`config.mk`:
```
export PLATFORM = sky130hd
export DESIGN_NAME = nand_ecc_gen
export DESIGN_NICKNAME = d
export VERILOG_FILES = /design/src/rtl/nand_ecc_pkg.sv /design/src/rtl/ecc_ctrl_fsm.sv /design/src/rtl/ecc_parity_acc.sv /design/src/rtl/ecc_readout.sv /design/src/rtl/nand_ecc_gen.sv
export SDC_FILE = /design/constraint.sdc
export NUM_CORES = 1
export LEC_CHECK = 0
export BUFFER_PORTS_ARGS = -buffer_cell sky130_fd_sc_hd__buf_2
export CORE_MARGIN = 5
export CORE_UTILIZATION = 50
export CTS_CLUSTER_SIZE = 8
export DETAILED_ROUTE_END_ITERATION = 10
export HOLD_SLACK_MARGIN = 0.1
export PLACE_DENSITY_LB_ADDON = 0.3
export SYNTH_ARGS = -nofsm -noshare
export SYNTH_HDL_FRONTEND = slang
export SYNTH_SLANG_ARGS = --single-unit
```
`constraint.sdc`:
```
create_clock -name clk -period 1.9 [get_ports clk]
set_input_delay 0.19 -clock clk [delete_from_list [all_inputs] [get_ports clk]]
set_output_delay 0.19 -clock clk [all_outputs]
set_load 0.05 [all_outputs]
```
`src/rtl/nand_ecc_pkg.sv`:
```
package nand_ecc_pkg;

    localparam int BYTE_W      = 8;
    localparam int CHUNK_BYTES = 256;
    localparam int IDX_W       = $clog2(CHUNK_BYTES);
    localparam int LP_W        = 2 * IDX_W;
    localparam int CP_W        = 2 * $clog2(BYTE_W);

    typedef enum logic [1:0] {
        MODE_IDLE  = 2'b00,
        MODE_ACCUM = 2'b01,
        MODE_SHOW  = 2'b10,
        MODE_CLEAR = 2'b11
    } ecc_mode_e;

    typedef enum logic [1:0] {
        SEQ_MID  = 2'd0,
        SEQ_LOW  = 2'd1,
        SEQ_HIGH = 2'd2
    } seq_e;

endpackage

```
`src/rtl/ecc_ctrl_fsm.sv`:
```
module ecc_ctrl_fsm
    import nand_ecc_pkg::*;
(
    input  logic       clk,
    input  logic       rst_n,
    input  logic       mode_wr,
    input  logic [1:0] mode_in,
    input  logic       rd_strobe,
    output ecc_mode_e  mode_q,
    output seq_e       seq_q
);

    ecc_mode_e mode_d;
    seq_e      seq_d;

    // state register
    always_ff @(posedge clk or negedge rst_n) begin
        if (!rst_n) begin
            mode_q <= MODE_IDLE;
            seq_q  <= SEQ_MID;
        end else begin
            mode_q <= mode_d;
            seq_q  <= seq_d;
        end
    end

    // next-state logic
    always_comb begin
        mode_d = mode_q;
        seq_d  = seq_q;
        if (mode_wr) begin
            mode_d = ecc_mode_e'(mode_in);
            seq_d  = SEQ_MID;
        end else if (mode_q == MODE_SHOW && rd_strobe) begin
            unique case (seq_q)
                SEQ_MID:  seq_d = SEQ_LOW;
                SEQ_LOW:  seq_d = SEQ_HIGH;
                SEQ_HIGH: seq_d = SEQ_MID;
                default:  seq_d = SEQ_MID;
            endcase
        end
    end

    AST_SEQ_RESTART: assert property (@(posedge clk) disable iff (!rst_n)
        mode_wr |=> seq_q == SEQ_MID);

    AST_SEQ_WRAP: assert property (@(posedge clk) disable iff (!rst_n)
        (!mode_wr && mode_q == MODE_SHOW && rd_strobe && seq_q == SEQ_HIGH)
        |=> seq_q == SEQ_MID);

    AST_SEQ_HOLD: assert property (@(posedge clk) disable iff (!rst_n)
        (!mode_wr && mode_q != MODE_SHOW) |=> $stable(seq_q));

    AST_MODE_LOAD: assert property (@(posedge clk) disable iff (!rst_n)
        mode_wr |=> mode_q == $past(mode_in));

endmodule

```
`src/rtl/ecc_parity_acc.sv`:
```
module ecc_parity_acc
    import nand_ecc_pkg::*;
#(
    parameter int DW   = BYTE_W,
    parameter int IW   = IDX_W,
    localparam int LW  = 2 * IW,
    localparam int CW  = 2 * $clog2(DW),
    localparam int PBW = $clog2(DW)
) (
    input  logic          clk,
    input  logic          rst_n,
    input  logic          clear,
    input  logic          enable,
    input  logic          xfer_valid,
    input  logic [DW-1:0] xfer_data,
    output logic [LW-1:0] line_par,
    output logic [CW-1:0] col_par
);

    logic [IW-1:0] idx_q;
    logic [LW-1:0] line_flip;
    logic [CW-1:0] col_flip;
    logic          byte_par;

    assign byte_par = ^xfer_data;

    // line parity: one pair per index bit
    for (genvar k = 0; k < IW; k++) begin : g_line
        assign line_flip[2*k]   = byte_par & ~idx_q[k];
        assign line_flip[2*k+1] = byte_par &  idx_q[k];
    end

    // column parity: one pair per bit-position bit
    for (genvar j = 0; j < PBW; j++) begin : g_col
        logic [DW-1:0] lo_mask;
        for (genvar b = 0; b < DW; b++) begin : g_mask
            assign lo_mask[b] = ((b >> j) & 1) == 0;
        end
        assign col_flip[2*j]   = ^(xfer_data &  lo_mask);
        assign col_flip[2*j+1] = ^(xfer_data & ~lo_mask);
    end

    always_ff @(posedge clk or negedge rst_n) begin
        if (!rst_n) begin
            idx_q    <= '0;
            line_par <= '0;
            col_par  <= '0;
        end else if (clear) begin
            idx_q    <= '0;
            line_par <= '0;
            col_par  <= '0;
        end else if (enable && xfer_valid) begin
            idx_q    <= idx_q + 1'b1;
            line_par <= line_par ^ line_flip;
            col_par  <= col_par ^ col_flip;
        end
    end

    AST_CLEAR_ZERO: assert property (@(posedge clk) disable iff (!rst_n)
        clear |=> (line_par == '0 && col_par == '0 && idx_q == '0));

    AST_HOLD_WHEN_OFF: assert property (@(posedge clk) disable iff (!rst_n)
        (!clear && !(enable && xfer_valid))
        |=> ($stable(line_par) && $stable(col_par) && $stable(idx_q)));

    AST_IDX_STEP: assert property (@(posedge clk) disable iff (!rst_n)
        (!clear && enable && xfer_valid)
        |=> idx_q == $past(idx_q) + 1'b1);

endmodule

```
`src/rtl/ecc_readout.sv`:
```
module ecc_readout
    import nand_ecc_pkg::*;
#(
    parameter int DW  = BYTE_W,
    parameter int LW  = LP_W,
    parameter int CW  = CP_W
) (
    input  logic          show,
    input  seq_e          seq,
    input  logic [LW-1:0] line_par,
    input  logic [CW-1:0] col_par,
    output logic [DW-1:0] ecc_out
);

    localparam int PADW = DW - CW;

    logic [DW-1:0] code_lo, code_mid, code_hi;

    assign code_lo  = ~line_par[DW-1:0];
    assign code_mid = ~line_par[2*DW-1:DW];
    assign code_hi  = {~col_par, {PADW{1'b1}}};

    always_comb begin
        ecc_out = '0;
        if (show) begin
            unique case (seq)
                SEQ_MID:  ecc_out = code_mid;
                SEQ_LOW:  ecc_out = code_lo;
                SEQ_HIGH: ecc_out = code_hi;
                default:  ecc_out = code_mid;
            endcase
        end
    end

endmodule

```
`src/rtl/nand_ecc_gen.sv`:
```
module nand_ecc_gen
    import nand_ecc_pkg::*;
(
    input  logic             clk,
    input  logic             rst_n,
    input  logic             mode_wr,
    input  logic [1:0]       mode_in,
    input  logic             xfer_valid,
    input  logic [BYTE_W-1:0] xfer_data,
    input  logic             rd_strobe,
    output logic             ecc_show,
    output logic [BYTE_W-1:0] ecc_out
);

    ecc_mode_e         mode_q;
    seq_e              seq_q;
    logic [LP_W-1:0]   line_par;
    logic [CP_W-1:0]   col_par;

    ecc_ctrl_fsm u_fsm (
        .clk       (clk),
        .rst_n     (rst_n),
        .mode_wr   (mode_wr),
        .mode_in   (mode_in),
        .rd_strobe (rd_strobe),
        .mode_q    (mode_q),
        .seq_q     (seq_q)
    );

    ecc_parity_acc #(.DW(BYTE_W), .IW(IDX_W)) u_acc (
        .clk        (clk),
        .rst_n      (rst_n),
        .clear      (mode_q == MODE_CLEAR),
        .enable     (mode_q == MODE_ACCUM),
        .xfer_valid (xfer_valid),
        .xfer_data  (xfer_data),
        .line_par   (line_par),
        .col_par    (col_par)
    );

    assign ecc_show = (mode_q == MODE_SHOW);

    ecc_readout #(.DW(BYTE_W), .LW(LP_W), .CW(CP_W)) u_out (
        .show     (ecc_show),
        .seq      (seq_q),
        .line_par (line_par),
        .col_par  (col_par),
        .ecc_out  (ecc_out)
    );

    AST_DARK_OUTSIDE_SHOW: assert property (@(posedge clk) disable iff (!rst_n)
        !ecc_show |-> ecc_out == '0);

endmodule

```
### Word-level counts from Yosys, hierarchy flattened

Index checks and enable logic that the tools add are counted.

* $add $sub $neg: 1
* equal/unequal tests: 5
* multiplexer cells: 11
* bitwise logic cells: 29
* reduce and logical (&&, ||, !) cells: 12

Operators by type and width (number)
* $reduce_xor 8->1: 7
* $mux 16: 2
* $mux 8: 3
* $and 1x1->1: 16
* $not 8->8: 2
* $pmux 8 s2: 1
* $xor 16x16->16: 1
* $mux 6: 2
* $add 8x1->8 const B: 1
* $not 1->1: 8
* $eq 2x2->1 const B: 3
* $not 6->6: 1
* $xor 6x6->6: 1
* $eq 2x1->1 const B: 2
* $mux 2: 2
* $pmux 2 s2: 1
* $reduce_bool 2->1: 2
* $logic_and 1x1->1: 2
* $logic_not 2->1: 1

* input bits: 15
* word-level logic and storage cells: 63
* bits in registers: 34
* output and inout port bits: 9

### Longest topological paths before layout

* depth after elaboration: 5
* mapped depth: 7
* mapped depth without buffers: 5

### Hierarchy

Synthesis repeated with hierarchy kept, for this count alone.

* cell total of the unflattened synthesis: 212
* area, all modules: 1978.1 µm²

Modules (own cells, without submodules)
* ecc_parity_acc: area each 1510.2 µm², instances 1, seq. area each 750.7 µm², cells an instance 159
* ecc_readout: area each 266.5 µm², instances 1, seq. area each 0.0 µm², cells an instance 37
* ecc_ctrl_fsm: area each 178.9 µm², instances 1, seq. area each 100.1 µm², cells an instance 13
* nand_ecc_gen: area each 22.5 µm², instances 1, seq. area each 0.0 µm², cells an instance 3

### Least setup slack after synthesis

OpenSTA, ideal clock, no wires.

* kind: register to output
* start point: register u_fsm.seq_q[0]
* end point: output port ecc_out[5]
* arrival time: 2.327 ns
* buffers on the path: 1
* stages on the path, launching flop included: 7
* required time: 1.710 ns
* slack: -0.617 ns
* cells stage by stage: dfrtp_1 > inv_1 > ha_1 > inv_1 > clkbuf_1 > a221oi_1 > a211oi_1

* longest elaborated chain between the ends: 3

Ends and longest elaborated chain
* start: declaration: line ecc_ctrl_fsm.sv:10 `output seq_e seq_q`
* start signal: assignment: line ecc_ctrl_fsm.sv:23 `seq_q <= seq_d;`
* $eq 2x2->1 / $eq 2x1->1 (equally long branches): line ecc_readout.sv:26 `unique case (seq)`
* $pmux 8 s2 (*): line ecc_readout.sv:26
* $mux 8 (*): line ecc_readout.sv:25 `if (show) begin`
* end: declaration: line nand_ecc_gen.sv:12 `output logic [BYTE_W-1:0] ecc_out`

Every way passes the cells marked *; elsewhere a longest branch is shown, timed or not.

### Worst setup path after layout

Ends and elaborated chain as after synthesis.

==> results.json <==
{
  "status": "finished with violations",
  "failed_checks": "negative setup slack",
  "crit_path_start": "u_fsm.seq_q[0]",
  "route.met2.wl_um": 2100,
  "netlist_instances": 218,
  "synth_top_area_cell": "dfrtp_1",
  "wl_met1_um": 2070,
  "clk_latency_ps": 290,
  "placementRows": 22,
  "top_layer_used": "met4",
  "netlist_area_um2": 1950,
  "cp_cell_sequence": "inv_2 -> ha_4 -> inv_8 -> buf_4 -> a211oi_2 -> buf_2",
  "path_class": "register to output pin",
  "overflow": 0,
  "final-setup-viol-count": 4,
  "diodes": 0,
  "postLayoutCoreUtil": 0.644,
  "gr-usage-all-layers": 0.178,
  "io_pins": 24,
  "synth_edf_count": 0,
  "hold_path.class": "input port to register",
  "slew_headroom": 0.488,
  "p_leak_nw": 0.984,
  "die_x_um": 72.5,
  "vdd_drop_max_v": 0.000550,
  "drc_errors": 0,
  "max_clock_freq_ghz": 0.509,
  "p_per_area_nw_per_um2": 1040,
  "synth_commonest_cells": "dfrtp_1, a21oi_1, inv_1",
  "hold_slack_ps": 121,
  "htree_levels": 2,
  "coreArea_um2": 3720,
  "clockBufferDepth": 2,
  "drive_gt1_frac": 0.221,
  "start_kind": "register",
  "fill_cells": 296,
  "async_reset_ff_frac": 1.00,
  "first_pass_iters": 4,
  "clk_pin_slew_worst_paths_ps": 70,
  "detailroute.via_count": 1661,
  "cap_violations": 0,
  "yosysSeqAreaShare": 0.436,
  "timing.rr.start": "u_fsm.mode_q[1]",
  "multi_input_area_um2": 1080,
  "met3_wirelength_um": 173,
  "wirelength_um": 4430,
  "worstHoldStart": "mode_wr",
  "place_congestion": 0.744,
  "yosys_register_bits": 34,
  "reg2reg_to": "u_acc.line_par[11]",
  "worstPathArrival_ps": 1770,
  "postRouteAntennaNets": 0,
  "post-dp-hpwl_um": 3090,
  "wl_per_cell_um": 15.2,
  "postSynthAreaPerCell_um2": 8.96,
  "initial_core_util": 0.526,
  "numCtsBuffers": 5,
  "yosysMostFrequentCell": "dfrtp_1",
  "cts_sinks": 34,
  "clockRootBuffer": "clkbuf_8",
  "path_max_fanout": 11,
  "maxSlewViolCount": 0,
  "period_needed_ps": 1960,
  "grt_pass1_vias": 1504,
  "worst_slew_pin_slew_ps": 769,
  "synth_top_flop_cell": "dfrtp_1",
  "detail_route.iter0.violations": 148,
  "fin_setup_tns_ps": -126,
  "whs_endpoint": "u_fsm.seq_q[1]",
  "timing.final.crit_share": 1.03,
  "seq_area_um2": 851,
  "hold_viol_final": 0,
  "cp_num_buf_inv": 4,
  "fin_worst_skew_ps": 9.57,
  "yosys_warnings": 0,
  "area_growth_pct": 22.5,
  "numPortBuffers": 23,
  "required_ps": 1710,
  "hold_depth": 2,
  "die_y_um": 72.5,
  "yosysUniqueCellTypes": 27,
  "grt_pass1_wl_um": 7200,
  "fin_ws_ps": -64.5,
  "syn_nets": 237,
  "die-area_um2": 5260,
  "viasPerCell": 5.69,
  "grt_setup_unrepaired": "yes",
  "reg2reg_slack_ps": 280,
  "grt_max_degree": 35,
  "worstSetupEndpointType": "output pin",
  "cp_slowest_cell": "dfrtp_1",
  "postCtsSetupBuffers": 0,
  "synth_area_leaders": "dfrtp_1, xnor2_1, a21oi_1, or3_1, o21ai_0",
  "critPathTopFamily": "buffers and inverters",
  "cpPeakStageDelay_ps": 420,
  "power_w": 0.00249,
  "antenna_found_initial": 0,
  "nets": 262,
  "yosys.area.top_type_share": 0.436,
  "reg2reg_depth": 4,
  "tritoncts": "built"
}
-- cell families after synthesis --
group           count (synthesis)  share of synthesized area
compound gates                 65                      0.202
xor+xnor                       22                     0.0987
fa+ha+maj                       4                     0.0256
buf+inv                        33                     0.0647
flops                          34                      0.436
mux                             3                     0.0173
simple gates                   57                      0.156
-- worst max path at each step --
stage	slack (ps)	cells after the start	end
finish	-60	6	ecc_out[5]
global route	-150	6	ecc_out[5]
CTS	-20	5	ecc_out[4]
detailed placement	50	6	ecc_out[1]
global placement	120	6	ecc_out[1]
floorplan	-420	5	ecc_out[2]
-- metal layers --
layer  up-vias  track usage
met5         -            0
met4         0       0.0697
met3         7       0.0457
met2        35        0.265
met1       799        0.248
li1        820            -
-- flip-flops by register name, indices dropped and copies added (netlist names) --
register        cells
u_acc.idx_q         8
u_acc.col_par       6
u_fsm.seq_q         2
u_fsm.mode_q        2
u_acc.line_par     16
-- repair_timing --
action	in CTS	in global routing
hold buffers	1	0
endpoints found under the hold margin	34	0
resized for setup	18	9
pin swaps	1	4
setup endpoints to repair	8	8
-- layout by cell type (no fill, tap or decap), drive strengths merged --
master / count
o21ai: 16
ha: 4
nor2: 7
a21oi: 24
nand2: 15
dlygate4sd3: 1
dfrtp: 34
o21a: 2
nor3: 1
nand3: 4
bufinv: 1
or3: 15
a221oi: 8
or4: 7
nand2b: 3
and2: 1
o31ai: 7
xnor2: 16
o22ai: 2
inv: 19
a211oi: 6
nand4: 4
clkbuf: 7
mux2: 3
xor2: 6
buf: 31
-- cell type report --
cell class                      instances  share of cell area
Timing Repair Buffer                   32              0.0925
Inverter                               19              0.0329
Clock inverter                          1              0.0125
Clock buffer                            7              0.0319
Sequential cell                        34               0.355
Tap cell                               48              0.0251
Multi-Input combinational cell        151               0.450
-- report_power, final --
part | switching [W] | total [W] | internal (W)
clock | 0.000262 | 0.000654 | 0.000392
sequential | 0.000143 | 0.00102 | 0.000878
combinational | 0.000487 | 0.000810 | 0.000323
-- stage by stage --
step	setup WS, ps	instance area, um^2	std cells
floorplan	-418	1980	218
global placement	120	2170	283
detailed placement	53.4	2170	283
CTS	-15.4	2340	292
global route	-152	2390	292
finish	-64.5	2390	292
No activity file was read; power rests on OpenSTA's default activity.
